[src/rtl/salu_pkg.sv]
package salu_pkg;

  localparam int OP_W = 5;

  typedef enum logic [OP_W-1:0] {
    OP_ADD_U32  = 5'd0,
    OP_ADD_I32  = 5'd1,
    OP_SUB_U32  = 5'd2,
    OP_SUB_I32  = 5'd3,
    OP_ADDC_U32 = 5'd4,
    OP_MIN_I32  = 5'd5,
    OP_MAX_I32  = 5'd6,
    OP_MIN_U32  = 5'd7,
    OP_MAX_U32  = 5'd8,
    OP_MUL_I32  = 5'd9,
    OP_AND_32   = 5'd10,
    OP_OR_32    = 5'd11,
    OP_XOR_32   = 5'd12,
    OP_AND_64   = 5'd13,
    OP_ANDN_64  = 5'd14,
    OP_OR_64    = 5'd15,
    OP_ORN_64   = 5'd16,
    OP_XOR_64   = 5'd17,
    OP_NAND_64  = 5'd18,
    OP_NOR_64   = 5'd19,
    OP_SEL_32   = 5'd20,
    OP_SEL_64   = 5'd21
  } salu_op_e;

  typedef enum logic [1:0] {
    CLS_ARITH,
    CLS_LOGIC,
    CLS_SELECT,
    CLS_BAD
  } salu_cls_e;

  function automatic salu_cls_e op_class(input logic [OP_W-1:0] op);
    if (op <= 5'd9)       return CLS_ARITH;
    else if (op <= 5'd19) return CLS_LOGIC;
    else if (op <= 5'd21) return CLS_SELECT;
    else                  return CLS_BAD;
  endfunction

  function automatic logic op_is_half(input logic [OP_W-1:0] op);
    return (op <= 5'd12) || (op == 5'd20);
  endfunction

  function automatic logic op_keeps_flag(input logic [OP_W-1:0] op);
    return ((op >= 5'd5) && (op <= 5'd9)) || (op == 5'd20) || (op == 5'd21);
  endfunction

endpackage

[src/rtl/salu_arith.sv]
module salu_arith
  import salu_pkg::*;
#(
  parameter int W = 32
) (
  input  logic [OP_W-1:0] op,
  input  logic [W-1:0]    a,
  input  logic [W-1:0]    b,
  input  logic            flag_in,
  output logic [W-1:0]    res,
  output logic            flag_out,
  output logic            flag_we
);

  localparam int MSB = W - 1;

  logic [W:0]   sum1;
  logic [W:0]   sum2;
  logic [W:0]   diff;
  logic [W-1:0] prod;
  logic         s_lt;
  logic         u_lt;

  always_comb begin
    sum1 = {1'b0, a} + {1'b0, b};
    sum2 = {1'b0, sum1[MSB:0]} + {{W{1'b0}}, flag_in};
    diff = {1'b0, a} - {1'b0, b};
    prod = a * b;
    s_lt = $signed(a) < $signed(b);
    u_lt = a < b;
  end

  always_comb begin
    res      = '0;
    flag_out = flag_in;
    flag_we  = 1'b0;
    unique case (op)
      OP_ADD_U32: begin
        res      = sum1[MSB:0];
        flag_out = sum1[W];
        flag_we  = 1'b1;
      end
      OP_ADD_I32: begin
        res      = sum1[MSB:0];
        flag_out = (a[MSB] == b[MSB]) && (sum1[MSB] != a[MSB]);
        flag_we  = 1'b1;
      end
      OP_SUB_U32: begin
        res      = diff[MSB:0];
        flag_out = diff[W];
        flag_we  = 1'b1;
      end
      OP_SUB_I32: begin
        res      = diff[MSB:0];
        flag_out = (a[MSB] != b[MSB]) && (diff[MSB] != a[MSB]);
        flag_we  = 1'b1;
      end
      OP_ADDC_U32: begin
        res      = sum2[MSB:0];
        flag_out = sum1[W] | sum2[W];
        flag_we  = 1'b1;
      end
      OP_MIN_I32: res = s_lt ? a : b;
      OP_MAX_I32: res = s_lt ? b : a;
      OP_MIN_U32: res = u_lt ? a : b;
      OP_MAX_U32: res = u_lt ? b : a;
      OP_MUL_I32: res = prod;
      default: ;
    endcase
  end

endmodule

[src/rtl/salu_logic.sv]
module salu_logic
  import salu_pkg::*;
#(
  parameter int LANE_W = 32,
  parameter int LANES  = 2
) (
  input  logic [OP_W-1:0]          op,
  input  logic [LANES*LANE_W-1:0]  a,
  input  logic [LANES*LANE_W-1:0]  b,
  output logic [LANES*LANE_W-1:0]  res,
  output logic                     nonzero
);

  logic [LANES-1:0] lane_nz;
  logic             half_op;

  assign half_op = op_is_half(op);

  for (genvar g = 0; g < LANES; g++) begin : g_lane
    logic [LANE_W-1:0] la, lb, lr;
    logic              keep;
    assign la   = a[g*LANE_W +: LANE_W];
    assign lb   = b[g*LANE_W +: LANE_W];
    assign keep = (g == 0) || !half_op;
    always_comb begin
      unique case (op)
        OP_AND_32, OP_AND_64: lr = la & lb;
        OP_OR_32,  OP_OR_64:  lr = la | lb;
        OP_XOR_32, OP_XOR_64: lr = la ^ lb;
        OP_ANDN_64:           lr = la & ~lb;
        OP_ORN_64:            lr = la | ~lb;
        OP_NAND_64:           lr = ~(la & lb);
        OP_NOR_64:            lr = ~(la | lb);
        default:              lr = '0;
      endcase
    end
    assign res[g*LANE_W +: LANE_W] = keep ? lr : '0;
    assign lane_nz[g]              = keep && (|lr);
  end

  assign nonzero = |lane_nz;

endmodule

[src/rtl/salu_select.sv]
module salu_select
  import salu_pkg::*;
#(
  parameter int LANE_W = 32,
  parameter int LANES  = 2
) (
  input  logic [OP_W-1:0]          op,
  input  logic                     flag,
  input  logic [LANES*LANE_W-1:0]  a,
  input  logic [LANES*LANE_W-1:0]  b,
  output logic [LANES*LANE_W-1:0]  res
);

  logic wide;
  assign wide = (op == OP_SEL_64);

  for (genvar g = 0; g < LANES; g++) begin : g_lane
    logic [LANE_W-1:0] pick;
    assign pick = flag ? a[g*LANE_W +: LANE_W] : b[g*LANE_W +: LANE_W];
    assign res[g*LANE_W +: LANE_W] = ((g == 0) || wide) ? pick : '0;
  end

endmodule

[src/rtl/scalar_alu.sv]
module scalar_alu
  import salu_pkg::*;
#(
  parameter int LANE_W = 32
) (
  input  logic                   clk,
  input  logic                   rst_n,
  input  logic                   in_valid,
  output logic                   in_ready,
  input  logic [4:0]             in_op,
  input  logic [2*LANE_W-1:0]    in_src0,
  input  logic [2*LANE_W-1:0]    in_src1,
  output logic                   out_valid,
  input  logic                   out_ready,
  output logic [2*LANE_W-1:0]    out_result,
  output logic                   out_scc,
  output logic                   out_illegal
);

  localparam int LANES  = 2;
  localparam int DATA_W = LANES * LANE_W;

  logic              accept;
  salu_cls_e         cls;
  logic [LANE_W-1:0] ar_res;
  logic              ar_flag, ar_we;
  logic [DATA_W-1:0] lg_res, sel_res;
  logic              lg_nz;
  logic [DATA_W-1:0] nxt_res;
  logic              nxt_flag, nxt_we, bad_op;

  assign in_ready = !out_valid || out_ready;
  assign accept   = in_valid && in_ready;
  assign cls      = op_class(in_op);

  salu_arith #(.W(LANE_W)) u_arith (
    .op(in_op), .a(in_src0[LANE_W-1:0]), .b(in_src1[LANE_W-1:0]),
    .flag_in(out_scc), .res(ar_res), .flag_out(ar_flag), .flag_we(ar_we)
  );

  salu_logic #(.LANE_W(LANE_W), .LANES(LANES)) u_logic (
    .op(in_op), .a(in_src0), .b(in_src1), .res(lg_res), .nonzero(lg_nz)
  );

  salu_select #(.LANE_W(LANE_W), .LANES(LANES)) u_sel (
    .op(in_op), .flag(out_scc), .a(in_src0), .b(in_src1), .res(sel_res)
  );

  always_comb begin
    nxt_res  = out_result;
    nxt_flag = out_scc;
    nxt_we   = 1'b0;
    bad_op   = 1'b0;
    unique case (cls)
      CLS_ARITH: begin
        nxt_res  = {{(DATA_W-LANE_W){1'b0}}, ar_res};
        nxt_flag = ar_flag;
        nxt_we   = ar_we;
      end
      CLS_LOGIC: begin
        nxt_res  = lg_res;
        nxt_flag = lg_nz;
        nxt_we   = 1'b1;
      end
      CLS_SELECT: nxt_res = sel_res;
      default:    bad_op  = 1'b1;
    endcase
  end

  always_ff @(posedge clk or negedge rst_n) begin
    if (!rst_n) begin
      out_valid   <= 1'b0;
      out_result  <= '0;
      out_scc     <= 1'b0;
      out_illegal <= 1'b0;
    end else if (accept) begin
      out_valid   <= 1'b1;
      out_illegal <= bad_op;
      if (!bad_op) out_result <= nxt_res;
      if (nxt_we)  out_scc    <= nxt_flag;
    end else if (out_ready) begin
      out_valid <= 1'b0;
    end
  end

  AST_STALL_HOLD: assert property (@(posedge clk) disable iff (!rst_n)
    out_valid && !out_ready |=> out_valid && $stable(out_result) && $stable(out_scc));

  AST_IDLE_FLAG: assert property (@(posedge clk) disable iff (!rst_n)
    !(in_valid && in_ready) |=> $stable(out_scc));

  AST_KEEP_FLAG: assert property (@(posedge clk) disable iff (!rst_n)
    in_valid && in_ready && op_keeps_flag(in_op) |=> $stable(out_scc));

  AST_HALF_ZERO: assert property (@(posedge clk) disable iff (!rst_n)
    in_valid && in_ready && op_is_half(in_op) |=> out_result[DATA_W-1:LANE_W] == '0);

  AST_BAD_HOLD: assert property (@(posedge clk) disable iff (!rst_n)
    in_valid && in_ready && in_op > 5'd21
    |=> out_illegal && $stable(out_result) && $stable(out_scc));

  AST_GOOD_CLEAR: assert property (@(posedge clk) disable iff (!rst_n)
    in_valid && in_ready && in_op <= 5'd21 |=> !out_illegal);

endmodule

[config.mk]
export PLATFORM = sky130hd
export DESIGN_NAME = scalar_alu
export DESIGN_NICKNAME = d
export VERILOG_FILES = /design/src/rtl/salu_pkg.sv /design/src/rtl/salu_arith.sv /design/src/rtl/salu_logic.sv /design/src/rtl/salu_select.sv /design/src/rtl/scalar_alu.sv
export SDC_FILE = /design/constraint.sdc
export NUM_CORES = 2
export LEC_CHECK = 0
export ABC_AREA = 1
export BUFFER_PORTS_ARGS = -buffer_cell sky130_fd_sc_hd__buf_4
export CAP_MARGIN = 10
export CELL_PAD_IN_SITES_DETAIL_PLACEMENT = 1
export CELL_PAD_IN_SITES_GLOBAL_PLACEMENT = 2
export CORE_UTILIZATION = 36
export CTS_BUF_LIST = sky130_fd_sc_hd__clkbuf_8
export DETAILED_ROUTE_END_ITERATION = 6
export PLACE_DENSITY = 0.95
export SLEW_MARGIN = 15
export SYNTH_ARGS = -nofsm -noshare
export SYNTH_HDL_FRONTEND = slang
export SYNTH_HIERARCHICAL = 1
export SYNTH_SLANG_ARGS = --single-unit
[constraint.sdc]
create_clock -name clk -period 3.05 [get_ports clk]
set_clock_uncertainty 0.2 [all_clocks]
set_input_delay 0.61 -clock clk [delete_from_list [all_inputs] [get_ports clk]]
set_output_delay 0.61 -clock clk [all_outputs]
set_load 0.05 [all_outputs]
==> results.md <==
* Most common cell after layout, fill and taps aside: nand2_1
* Type of origin of the critical path: input port
* Setup TNS at -120.87 ns
* Hpwl dp at between 150,000 and 200,000 um
* CTS Sinks at between 60 and 70
* Area share of the largest cell type after synthesis at between 20% and 30%
* Initial drt markers at roughly 6,500
* Worst path required time at ~3.2 ns
* Most frequent cells in the layout: nand2_1 (1,704), inv_1 (1,343), buf_4 (1,046)
* XOR/XNOR share of the synthesized area at less than 1%
* Fin nets at just over 8,000
* First drt pass iteration count at 7
* Max-cap violation count at 0
* I/O pin total at a little over 200
* Layout fillers at between 10,000 and 15,000
* Area contributors post-synth: fa_1 (21%), nand2_1 (18%), ha_1 (15%)
* Tmin final at a little over 8 ns
* Final wirelength at between 200,000 and 250,000 um
* WS Path Type: in -> reg
* Routed wire length on met2 at 101,000 um
* Final setup violation count at 33
* Initial Utilization at a little over a third
* Net Count, Synth at roughly 7,300
* Critical path's most frequent cell: fa_1
* Metal3 WL at approximately 33,000 um
* Share of layout cells above drive strength 1 at between 20% and 30%
* Clock Latency Late Sink at around 0.43 ns
* CTS tree: done
* R2r startpoint: out_scc
* Antenna viol nets, final at 0
* Delay-heaviest family, CP: adder cells
* Synth area leader: fa_1
* Post-synthesis mux area share at 0.0259%
* Number of synthesized register bits at 67
* Final Max Slew Viols at 0
* DR vias at 51,085
* Vias in the first global route at 50,911
* Failing checks: DRC, setup timing
* Initial antenna violation count at 21
* Core box area at 106,000 um2
* Simple-Gate Fraction of Synth Area at roughly 33%
* Hold crit path type: in -> async
* Fin cells at about 8,700
* Die Span Y at between 300 and 400 um
* Mapped Area at about 39,000 um2
* Grt total ovfl at 0
* P&R area growth vs syn at 41.2%
* Synth Area per Inst at between 6 and 7 um2
* CTS max path bufs at 2
* Syn Inst Count at about 6,300
* Seq/Total Area, Yosys at between 4 and 5%
* Critical path origin: in_src0[15]
* WL/cell at 28.1 um
* First-pass GRT wire length at between 300,000 and 400,000 um
* H-tree depth at 3
* Least-Margin Pin Slew at 1.07 ns
* DR vias/cell at between 5 and 6
* Place WS at -4.83 ns
* Gr usage total at 38.2%
* Final count of hold timing violations at 0
* Crit path capture type: flip-flop
* DP Cell Count at roughly 8,600
* Setup WS post-layout at -5.12 ns
* Worst path bufs/invs at 6
* Slowest stage cell, crit path: fa_2
* Largest net degree at the start of global routing at 68
* Die width at between 300 and 400 um
* Clock-pin slew on the worst setup and hold paths at 0.10 ns
* Highest Signal Layer: met5
* Final GP Congestion at 1.10
* Compound-Gate Fraction of Synth Area at 8.42%
* WP data arrival at slightly above 8 ns
* RSZ-0062 raised after global routing: yes
* DRC at approximately 200
* Number of CTS-inserted buffers at 9
* Number of warnings issued by yosys at 6
* Adder-Cell Fraction of Synth Area at 35.8%
* Port bufs at 204
* Max FO, Critical Path at 11
* Root buffer cell: clkbuf_8
* Metal1 wirelength at approximately 86,000 um
* Outcome: complete, but fails checks
* Die area at 108,000 um2
* Slew Limit Headroom at about 28%
* Largest family of logic cells by synthesized area: adder cells
* Period Utilization, post-route at 268%
* Post-synth cell types at 59
* Critical Path Max Stage Delay at ~0.6 ns
* F_max at between 100 and 150 MHz
* Row Count at about 120
==> sequential cells by signal, indices dropped and copies added (netlist names) <==
signal       cells
out_valid        1
out_result      64
out_illegal      1
out_scc          1
==> kinds of logic after synthesis <==
| logic type | Yosys count |
|---|---|
| adder cells (fa/ha/maj) | 859 |
| AO/OA/AOI/OAI | 583 |
| XOR/XNOR | 25 |
| flip-flops | 67 |
| buffers and inverters | 1742 |
| AND/OR/NAND/NOR | 3016 |
| multiplexers | 1 |
==> timing repair <==
item / CTS / global route
resized for setup: 595 / 389
pin swaps: 228 / 292
setup endpoints to repair: 34 / 34
gates cloned: 3 / 3
hold buffers: 0 / 0
endpoints found under the hold margin: 0 / 0
setup buffers: 55 / 64
==> area by class of cell <==
cell class                 count  area (um2)  share of cell area, %
clock buffer                   9         124                  0.227
multi-input combinational   4484       33800                   62.0
antenna                        8        20.0                 0.0367
timing repair buffer        1279       11500                   21.2
clock inverter                 7        82.6                  0.152
sequential                    67        1680                   3.08
inverter                    1457        5520                   10.1
tap                         1391        1740                   3.19
==> cells in the mapped netlist (all sizes together) <==
library cell	count
nand3b	8
o22ai	20
or2	38
fa	410
inv	1454
nand4	101
xnor2	6
and2	4
buf	139
nor2	576
a31oi	5
dfrtp	67
nand3	377
a211oi	9
o211ai	25
o21bai	17
xor2	19
ha	449
o32ai	1
and3	2
o2bb2ai	1
o221a	1
o21a	2
nand2	1888
mux2i	1
clkinv	3
clkbuf	146
a21o	5
a221oi	3
o21ai	230
a22oi	7
nor3	20
nor4	2
a21oi	247
a21boi	3
o2111ai	7
==> path summary, 6_finish.rpt <==
path                             endpoint  slack [ns]  cells past startpoint
max in group asynchronous  out_result[34]        2.02                      2
min in group clk                out_valid        0.20                      3
min                        out_result[45]       0.003                      1
max reg2reg                out_result[12]       -0.22                     15
min reg2reg                out_result[39]        0.29                      2
max                        out_result[26]       -5.12                     28
==> per-stage QoR <==
stage / util (%) / hold WS [ns] / area, um2
3_3_place_gp: 46.7 / 0.256 / 49300
6_report: 51.5 / 0.00344 / 54500
5_1_grt: 51.5 / 0.0224 / 54500
3_5_place_dp: 46.7 / 0.262 / 49300
4_1_cts: 49.6 / 0.00120 / 52500
2_1_floorplan: - / 0.114 / 40400
==> layer usage <==
metal	up-vias	GRT usage [%]
li1	20789	-
met1	24769	46.8
met2	3863	59.6
met3	1642	9.09
met4	22	25.2
met5	-	0
Power is not shown: default switching activity piles up to over one toggle a cycle in this logic, so the estimate is an artifact.
